--- src/rtl/sb_pkg.sv ---
package sb_pkg;

    // Default geometry of the buffer
    localparam int unsigned SB_ADDR_W     = 32;
    localparam int unsigned SB_DATA_W     = 32;
    localparam int unsigned SB_LINE_BYTES = 64;
    localparam int unsigned SB_DEPTH      = 4;

    // Life cycle of one slot: free, waiting to send its request,
    // waiting for exclusive ownership, owned and allowed to write.
    typedef enum logic [1:0] {
        SLOT_FREE     = 2'd0,
        SLOT_NEED_REQ = 2'd1,
        SLOT_WAIT_OWN = 2'd2,
        SLOT_OWNED    = 2'd3
    } slot_phase_e;

endpackage

--- src/rtl/sb_ring_pick.sv ---
// Picks the first set bit of a mask in ring order starting at origin,
// walking either forward (oldest first) or backward (youngest first).
// DEPTH must be a power of two of at least 2.
module sb_ring_pick #(
    parameter int unsigned DEPTH    = 4,
    parameter bit          YOUNGEST = 1'b0,
    localparam int unsigned IDX_W   = $clog2(DEPTH)
) (
    input  logic [IDX_W-1:0] origin,
    input  logic [DEPTH-1:0] mask,
    output logic             found,
    output logic [IDX_W-1:0] idx
);

    logic [IDX_W-1:0] order [DEPTH];

    genvar g;
    generate
        for (g = 0; g < DEPTH; g++) begin : g_order
            if (YOUNGEST) begin : g_back
                assign order[g] = origin - IDX_W'(g);
            end else begin : g_fwd
                assign order[g] = origin + IDX_W'(g);
            end
        end
    endgenerate

    // Scan from the farthest position so the nearest hit wins.
    always_comb begin
        found = 1'b0;
        idx   = origin;
        for (int k = DEPTH - 1; k >= 0; k--) begin
            if (mask[order[k]]) begin
                found = 1'b1;
                idx   = order[k];
            end
        end
    end

endmodule

--- src/rtl/sb_fwd.sv ---
// Load probe: compares a word address against every live slot and
// returns the youngest match.
module sb_fwd #(
    parameter int unsigned DEPTH  = 4,
    parameter int unsigned WORD_W = 30,
    localparam int unsigned IDX_W = $clog2(DEPTH)
) (
    input  logic [WORD_W-1:0]             probe,
    input  logic [DEPTH-1:0][WORD_W-1:0]  words,
    input  logic [DEPTH-1:0]              live,
    input  logic [IDX_W-1:0]              newest,
    output logic                          hit,
    output logic [IDX_W-1:0]              idx
);

    logic [DEPTH-1:0] match;

    genvar g;
    generate
        for (g = 0; g < DEPTH; g++) begin : g_cmp
            assign match[g] = live[g] && (words[g] == probe);
        end
    endgenerate

    sb_ring_pick #(
        .DEPTH    (DEPTH),
        .YOUNGEST (1'b1)
    ) u_pick (
        .origin (newest),
        .mask   (match),
        .found  (hit),
        .idx    (idx)
    );

endmodule

--- src/rtl/own_store_buffer.sv ---
module own_store_buffer
    import sb_pkg::*;
#(
    parameter int unsigned ADDR_W     = SB_ADDR_W,
    parameter int unsigned DATA_W     = SB_DATA_W,
    parameter int unsigned LINE_BYTES = SB_LINE_BYTES,
    parameter int unsigned DEPTH      = SB_DEPTH,
    localparam int unsigned BE_W      = DATA_W / 8,
    localparam int unsigned WORD_OFF  = $clog2(BE_W),
    localparam int unsigned LINE_OFF  = $clog2(LINE_BYTES),
    localparam int unsigned OFS_W     = LINE_OFF - WORD_OFF,
    localparam int unsigned LINE_W    = ADDR_W - LINE_OFF,
    localparam int unsigned WORD_W    = ADDR_W - WORD_OFF,
    localparam int unsigned IDX_W     = $clog2(DEPTH),
    localparam int unsigned CNT_W     = $clog2(DEPTH + 1)
) (
    input  logic              clk,
    input  logic              rst,
    input  logic              st_valid,
    output logic              st_ready,
    input  logic [ADDR_W-1:0] st_addr,
    input  logic [DATA_W-1:0] st_data,
    input  logic [BE_W-1:0]   st_be,
    output logic              own_req_valid,
    input  logic              own_req_ready,
    output logic [LINE_W-1:0] own_req_line,
    output logic [IDX_W-1:0]  own_req_tag,
    input  logic              own_gnt_valid,
    input  logic [IDX_W-1:0]  own_gnt_tag,
    output logic              wr_valid,
    input  logic              wr_ready,
    output logic [ADDR_W-1:0] wr_addr,
    output logic [DATA_W-1:0] wr_data,
    output logic [BE_W-1:0]   wr_be,
    input  logic [ADDR_W-1:0] ld_addr,
    output logic              ld_hit,
    output logic [DATA_W-1:0] ld_data,
    output logic [BE_W-1:0]   ld_be,
    input  logic              barrier,
    output logic              barrier_done
);

    typedef struct packed {
        slot_phase_e       phase;
        logic [LINE_W-1:0] line;
        logic [OFS_W-1:0]  ofs;
        logic [DATA_W-1:0] data;
        logic [BE_W-1:0]   be;
    } slot_t;

    slot_t            slots [DEPTH];
    logic [IDX_W-1:0] head;
    logic [IDX_W-1:0] tail;
    logic [CNT_W-1:0] occ;

    logic push;
    logic pop;
    logic req_fire;

    // Byte-in-word bits take no part in matching or addressing.
    logic unused_low_bits;
    assign unused_low_bits = ^{st_addr[WORD_OFF-1:0], ld_addr[WORD_OFF-1:0]};

    // ---------------- core side ----------------
    assign st_ready     = (occ != CNT_W'(DEPTH)) && !barrier;
    assign push         = st_valid && st_ready;
    assign barrier_done = (occ == '0);

    // ---------------- ownership requests ----------------
    logic [DEPTH-1:0] need_req;
    logic [IDX_W-1:0] req_idx;

    genvar g;
    generate
        for (g = 0; g < DEPTH; g++) begin : g_need
            assign need_req[g] = (slots[g].phase == SLOT_NEED_REQ);
        end
    endgenerate

    sb_ring_pick #(
        .DEPTH    (DEPTH),
        .YOUNGEST (1'b0)
    ) u_req_pick (
        .origin (head),
        .mask   (need_req),
        .found  (own_req_valid),
        .idx    (req_idx)
    );

    assign own_req_line = slots[req_idx].line;
    assign own_req_tag  = req_idx;
    assign req_fire     = own_req_valid && own_req_ready;

    // ---------------- in-order drain ----------------
    assign wr_valid = (slots[head].phase == SLOT_OWNED);
    assign wr_addr  = {slots[head].line, slots[head].ofs, {WORD_OFF{1'b0}}};
    assign wr_data  = slots[head].data;
    assign wr_be    = slots[head].be;
    assign pop      = wr_valid && wr_ready;

    // ---------------- load forwarding ----------------
    logic [DEPTH-1:0][WORD_W-1:0] slot_words;
    logic [DEPTH-1:0]             slot_live;
    logic [IDX_W-1:0]             fwd_idx;
    logic                         fwd_hit;

    generate
        for (g = 0; g < DEPTH; g++) begin : g_words
            assign slot_words[g] = {slots[g].line, slots[g].ofs};
            assign slot_live[g]  = (slots[g].phase != SLOT_FREE);
        end
    endgenerate

    sb_fwd #(
        .DEPTH  (DEPTH),
        .WORD_W (WORD_W)
    ) u_fwd (
        .probe  (ld_addr[ADDR_W-1:WORD_OFF]),
        .words  (slot_words),
        .live   (slot_live),
        .newest (tail - IDX_W'(1)),
        .hit    (fwd_hit),
        .idx    (fwd_idx)
    );

    assign ld_hit  = fwd_hit;
    assign ld_data = fwd_hit ? slots[fwd_idx].data : '0;
    assign ld_be   = fwd_hit ? slots[fwd_idx].be   : '0;

    // ---------------- state ----------------
    always_ff @(posedge clk) begin
        if (rst) begin
            for (int i = 0; i < DEPTH; i++) begin
                slots[i] <= '{phase: SLOT_FREE, default: '0};
            end
            head <= '0;
            tail <= '0;
            occ  <= '0;
        end else begin
            for (int i = 0; i < DEPTH; i++) begin
                if (push && (tail == IDX_W'(i))) begin
                    slots[i] <= '{phase: SLOT_NEED_REQ,
                                  line:  st_addr[ADDR_W-1:LINE_OFF],
                                  ofs:   st_addr[LINE_OFF-1:WORD_OFF],
                                  data:  st_data,
                                  be:    st_be};
                end else if (pop && (head == IDX_W'(i))) begin
                    slots[i].phase <= SLOT_FREE;
                end else if (own_gnt_valid && (own_gnt_tag == IDX_W'(i))
                             && (slots[i].phase == SLOT_WAIT_OWN)) begin
                    slots[i].phase <= SLOT_OWNED;
                end else if (req_fire && (req_idx == IDX_W'(i))) begin
                    slots[i].phase <= SLOT_WAIT_OWN;
                end
            end
            if (push) tail <= tail + IDX_W'(1);
            if (pop)  head <= head + IDX_W'(1);
            occ <= occ + CNT_W'(push) - CNT_W'(pop);
        end
    end

endmodule

--- config.mk ---
export PLATFORM = sky130hd
export DESIGN_NAME = own_store_buffer
export DESIGN_NICKNAME = d
export VERILOG_FILES = /design/src/rtl/sb_pkg.sv /design/src/rtl/sb_ring_pick.sv /design/src/rtl/sb_fwd.sv /design/src/rtl/own_store_buffer.sv
export SDC_FILE = /design/constraint.sdc
export NUM_CORES = 1
export LEC_CHECK = 0
export BUFFER_PORTS_ARGS = -buffer_cell sky130_fd_sc_hd__buf_2
export CAP_MARGIN = 20
export CORE_ASPECT_RATIO = 1.5
export CORE_MARGIN = 2
export CORE_UTILIZATION = 49
export DETAILED_ROUTE_END_ITERATION = 16
export PLACE_DENSITY_LB_ADDON = 0.12
export SYNTH_ARGS = -nofsm -noshare
export SYNTH_HDL_FRONTEND = slang
export SYNTH_SLANG_ARGS = --single-unit
--- constraint.sdc ---
create_clock -name clk -period 5.45 [get_ports clk]
set_input_delay 0.8175 -clock clk [delete_from_list [all_inputs] [get_ports clk]]
set_output_delay 0.8175 -clock clk [all_outputs]
set_load 0.05 [all_outputs]
Word level (Yosys, flattened, before mapping)
Memory sizes are Yosys's and may differ from the RTL's. A register that Yosys moved wholly into a read port is not among the register bits.
Cells that the tools add are included.
{"block": "op_classes", "n_bitwise": 16, "muxes": 126, "eq_ne": 26, "reduce_logical": 38, "magnitude_cmp": 8, "add_sub_neg": 10}
{"op": "two-way mux 68 bit", "n": 4}
{"op": "== test 30 bit", "n": 4}
{"op": "two-way mux 1 bit", "n": 90}
{"op": "two-way mux 2 bit", "n": 22}
{"op": "two-way mux 32 bit", "n": 1}
{"op": "logical AND 1 bit", "n": 28}
{"op": "== test 2 bit, second input constant", "n": 13}
{"op": "< comparator 2 x 3 -> 1 bit, second input constant", "n": 8}
{"op": "binary-select mux 1 bit (select 2 bit)", "n": 8}
{"op": "== test 2 x 1 -> 1 bit, second input constant", "n": 8}
{"op": "OR 1 bit", "n": 16}
{"op": "zero test 2 bit", "n": 4}
{"op": "nonzero test 2 bit", "n": 4}
{"op": "adder 2 x 1 -> 2 bit, second input constant", "n": 2}
{"op": "adder 2 bit, second input constant", "n": 2}
{"op": "two-way mux 4 bit", "n": 1}
{"op": "subtractor 2 x 1 -> 2 bit, second input constant", "n": 2}
{"op": "subtractor 2 bit, second input constant", "n": 2}
{"op": "adder 3 x 1 -> 3 bit", "n": 1}
{"op": "zero test 3 bit", "n": 1}
{"op": "!= test 3 bit, second input constant", "n": 1}
{"op": "subtractor 3 x 1 -> 3 bit", "n": 1}
{"op": "zero test 1 bit", "n": 1}
{"block": "word_totals", "n_memories": 1, "output_inout_bits": 137, "wordCells": 228, "mem_bits_rw": 272, "ff_bits": 7}
{"name": "slots", "depth": 4, "word_bits": 68, "rd": 7, "rd_clocked_by_memory_dff": 1, "wr": 4, "line": "own_store_buffer.sv:51", "source": "slot_t slots [DEPTH];"}

Depth between registers and ports, before layout
An unclocked memory read counts as a cell.
{"block": "logic_depth", "word_depth": 17, "mapped_depth": 14, "ltp_nobuf": 13}

By module
Synthesis repeated with hierarchy kept, for this count alone.
{"block": "unflattened", "cells_unflattened": 1089, "area_unflattened_um2": 15860.2}
{"module": "own_store_buffer", "cells_each": 880, "area_per_inst_um2": 14159.8, "seq_area_each_um2": 8348.0, "n_inst": 1}
{"module": "sb_fwd", "cells_each": 177, "area_per_inst_um2": 1505.2, "seq_area_each_um2": 0.0, "n_inst": 1}
{"module": "sb_ring_pick (u_req_pick)", "cells_each": 16, "area_per_inst_um2": 100.1, "seq_area_each_um2": 0.0, "n_inst": 1}
{"module": "sb_ring_pick (u_fwd.u_pick)", "cells_each": 16, "area_per_inst_um2": 95.1, "seq_area_each_um2": 0.0, "n_inst": 1}

Least setup slack after synthesis
OpenSTA, ideal clock, no wires.
{"block": "synth_path", "kind": "input -> output", "startpoint": "input ld_addr[6]", "endpoint": "output ld_be[2]", "cell_stages": 10, "slack_ns": 1.138, "t_arrival_ns": 3.495, "required_time_ns": 4.633, "cell_sequence": "buf_2 -> xor2_1 -> nor4_1 -> nand4_1 -> nor2_1 -> nor2_1 -> nand2_1 -> or3b_1 -> buf_6 -> o22ai_1"}
{"block": "synth_via", "word_cells_on_any_way": 26}
{"item": "from (decl)", "line": "own_store_buffer.sv:35", "source": "input logic [ADDR_W-1:0] ld_addr,"}
{"item": "== test 30 bit", "line": "sb_fwd.sv:21", "source": "assign match[g] = live[g] && (words[g] == probe);"}
{"item": "logical AND 1 bit", "line": "sb_fwd.sv:21"}
{"item": "binary-select mux 1 bit (select 2 bit)", "line": "sb_ring_pick.sv:33", "source": "if (mask[order[k]]) begin"}
{"item": "two-way mux 1 bit (implied by the code)", "line": "sb_ring_pick.sv:33"}
{"item": "two-way mux 1 bit (3 in a row)", "line": "sb_ring_pick.sv:33"}
{"item": "two-way mux 1 bit (*)", "line": "sb_ring_pick.sv:33"}
{"item": "net ld_hit", "line": "own_store_buffer.sv:36", "source": "output logic ld_hit,"}
{"item": "two-way mux 4 bit (*)", "line": "own_store_buffer.sv:128", "source": "assign ld_be = fwd_hit ? slots[fwd_idx].be : '0;"}
{"item": "to (decl)", "line": "own_store_buffer.sv:38", "source": "output logic [BE_W-1:0] ld_be,"}
The timed path passes the listed nets; every way through them passes the cells marked *. The select of a mux whose other input is x is not followed.

==> summary.md <==
| Metric | Value |
|---|---|
| First-pass GRT wire length | `70.6 mm` |
| Seq/Total Area, Yosys | `0.523` |
| Pin count of the biggest net entering global routing | `201` |
| Clock Skew | `0.0176 ns` |
| Filler instances | `2659` |
| Post-CTS Hold Buffers | `0` |
| CP cell instances | `xor2_1, nor4_1, nand4_1, nor2_1, nand2_1, a21boi_0, o21ai_4, buf_12, o22ai_1, buf_2` |
| Cts bufs inserted | `28` |
| Crit path buffers/inverters | `2` |
| Final WL | `48.3 mm` |
| Critical path's largest stage delay | `0.66 ns` |
| Leading cell types in the layout, fill and taps excluded | `edfxtp_1, and3_1, buf_2, xor2_1, mux4_2` |
| Data required, critical path | `4.63 ns` |
| Final GP Congestion | `0.925` |
| Via-to-Cell Ratio | `6.19` |
| Layout cell share with drive strength beyond 1 | `0.318` |
| P&R area growth vs syn | `15.4%` |
| Slowest cell on crit path | `nor4_1` |
| Leak | `just over 8 nW` |
| Die Width | `151 microns` |
| RSZ-0062 raised after global routing | `no` |
| Met2 WL post-DR | `26.2 mm` |
| Tmin final | `4.81 ns` |
| Worst skew pair latency | `0.56 ns` |
| Rows | `81` |
| Wirelength per Cell | `26.9 microns` |
| HPWL Detailed | `approximately 31 mm` |
| Worst ir drop on vdd | `around 0.26 mV` |
| Max Root-Sink Buffers | `3` |
| Final ANT Viol Nets | `0` |
| CP startpoint kind | `flop` |
| Crit-path leading delay family | `simple AND/OR/NAND/NOR gates` |
| Core box area | `0.0323 sq mm` |
| Clock sink count | `281` |
| NumNets Final | `1473` |
| Number of global-route vias before repair | `between 10k and 15k` |
| Slew Limit Fails | `0` |
| Final Hold Fails | `0` |
| Post-cts resize count | `0` |
| Syn. warnings | `0` |
| Ys async rst share | `0` |
| Clock transition at path regs | `0.06 ns` |
| Netlist cell types | `54` |
| Slew @ Worst Pin | `roughly 0.95 ns` |
| DRT Pass-1 Iters | `5` |
| Synth Register Bits | `281` |
| Max-Cap Viols | `0` |
| Tcrit/Tclk final | `0.883` |
| Port Buf Inserts | `239` |
| Post-Route Setup TNS | `0 ns` |
| CP max FO | `21` |
| Most common cell after layout, fill and taps aside | `edfxtp_1` |
| Hold Path Class | `reg -> reg` |
| Core Util, Final | `0.570` |
| Setup Buffers After CTS | `0` |
| Die area | `0.0341 sq mm` |
| Top sig layer | `met4` |
| Synth Area per Inst | `13.7 sq um` |
| Synth Flop Type | `edfxtp_1` |
| Post-synth EDFFs | `272` |
| Synthesized cell area | `0.0160 sq mm` |
| Final setup fails | `0` |
| Grt ovf | `0` |
| Syn Inst Count | `roughly 1.2k` |
| Initial Utilization | `0.494` |
| Initial drt markers | `749` |
| Total track usage | `0.283` |
| I/O pin total | `246` |
| Crit Path Class | `reg -> out` |
| Crit path capture type | `output pin` |
| Initial antenna violation count | `3` |
| Total power | `roughly 6.7 mW` |
| Post-route DRC | `0` |
| Pwr dens | `362 mW/mm^2` |
| WL met1 | `17.6 mm` |
| Data arrival time of the worst path | `around 4 ns` |
| Met3 WL | `about 2.5 mm` |
| Outcome | `finished, final reports clean` |
| DR vias | `11.1k` |
| TritonCTS clock tree | `built` |
| Max-slew headroom at the worst pin | `0.368` |
| Clock Tree Root | `clkbuf_16` |
| Fmax | `208 MHz` |
| Max H-tree Level | `1` |
| Die Y | `about 230 microns` |
-- per-layer routing --
metal | track usage | vias to the layer above
met4 | 0.116 | 0
met3 | 0.0334 | 85
met2 | 0.515 | 406
li1 | - | 4950
met5 | 0 | -
met1 | 0.336 | 5653
-- path summary, 6_finish.rpt --
path	cells past startpoint	to	startpoint	slack, ns
max	10	ld_be[3]	slots[1][62]	0.64
min	2	tail[1]	tail[1]	0.57
max reg2reg	4	slots[0][32]	tail[0]	2.36
min reg2reg	2	tail[1]	tail[1]	0.57
-- worst min-delay path, delay by kind of cell (launching register included) --
| kind | cells | cell delay, ns |
|---|---|---|
| compound gates | 1 | 0.06 |
| flops | 1 | 0.38 |
| simple gates | 1 | 0.09 |
-- layout make-up --
class / instances / area, sq um / area share
inverters: 10 / 37.5 / 0.00204
flip-flops and latches: 281 / 8360 / 0.453
multi-input cells: 776 / 7240 / 0.393
diodes: 4 / 10.0 / 0.000543
repair buffers: 256 / 1370 / 0.0745
well taps: 415 / 519 / 0.0282
clock inverters: 16 / 158 / 0.00855
clock buffers: 33 / 741 / 0.0402
-- kinds of logic after synthesis --
logic type | after synthesis | share of synthesized area
other cells | 1 | 0.000235
buf+inv | 109 | 0.0313
flops | 281 | 0.523
xor+xnor | 125 | 0.0686
compound gates | 76 | 0.0435
fa+ha+maj | 11 | 0.00909
simple gates | 393 | 0.146
mux | 169 | 0.178
-- sequential cells by signal, indices dropped and copies added, names as in the netlist, named ones only --
signal and flops:
tail 2, head 2, occ 3, slots 272
-- metrics by stage --
| stage | instance area [sq um] | setup WS (ns) | hold slack, ns | instances |
|---|---|---|---|---|
| 5_1_grt | 18400 | 0.378 | 0.593 | 1790 |
| 3_5_place_dp | 17500 | 0.642 | 0.574 | 1738 |
| 2_1_floorplan | 16000 | 1.14 | 0.469 | 1166 |
| 3_3_place_gp | 17500 | 0.677 | 0.545 | 1738 |
| 4_1_cts | 18400 | 0.546 | 0.573 | 1787 |
| 6_report | 18400 | 0.639 | 0.569 | 1791 |
-- report_power, final --
part	leakage [nW]	switching [mW]	internal [mW]
logic	4.98	1.44	0.643
registers	2.90	0.118	2.54
clock network	0.426	0.827	1.11
total	8.31	2.38	4.29
-- synth_stat cells (2+ instances only) --
| cell type | instances | area, sq um |
|---|---|---|
| edfxtp_1 | 272 | 8170 |
| and3_1 | 264 | 1650 |
| xor2_1 | 121 | 1060 |
| mux4_2 | 92 | 2070 |
| mux2i_1 | 76 | 761 |
| clkbuf_1 | 64 | 240 |
| nor4_1 | 41 | 257 |
| o22ai_2 | 30 | 375 |
| nor2_1 | 29 | 109 |
| nand2_1 | 17 | 63.8 |
| a21oi_1 | 13 | 65.1 |
| nand4_1 | 12 | 75.1 |
| buf_1 | 11 | 41.3 |
| buf_2 | 10 | 50.1 |
| buf_4 | 10 | 75.1 |
| ha_1 | 10 | 125 |
| inv_1 | 10 | 37.5 |
| dfxtp_1 | 9 | 180 |
| nor3_1 | 9 | 45.0 |
| o22ai_1 | 7 | 43.8 |
| a21o_1 | 6 | 45.0 |
| nor2b_1 | 6 | 37.5 |
| xnor2_1 | 4 | 35.0 |
| buf_8 | 3 | 45.0 |
| nand2b_1 | 3 | 18.8 |
| nand3_1 | 3 | 15.0 |
| a211oi_1 | 2 | 15.0 |
| a21boi_0 | 2 | 15.0 |
| and2_1 | 2 | 12.5 |
| o21a_1 | 2 | 15.0 |
| o21ai_0 | 2 | 10.0 |
No activity file was read; power rests on OpenSTA's default activity.
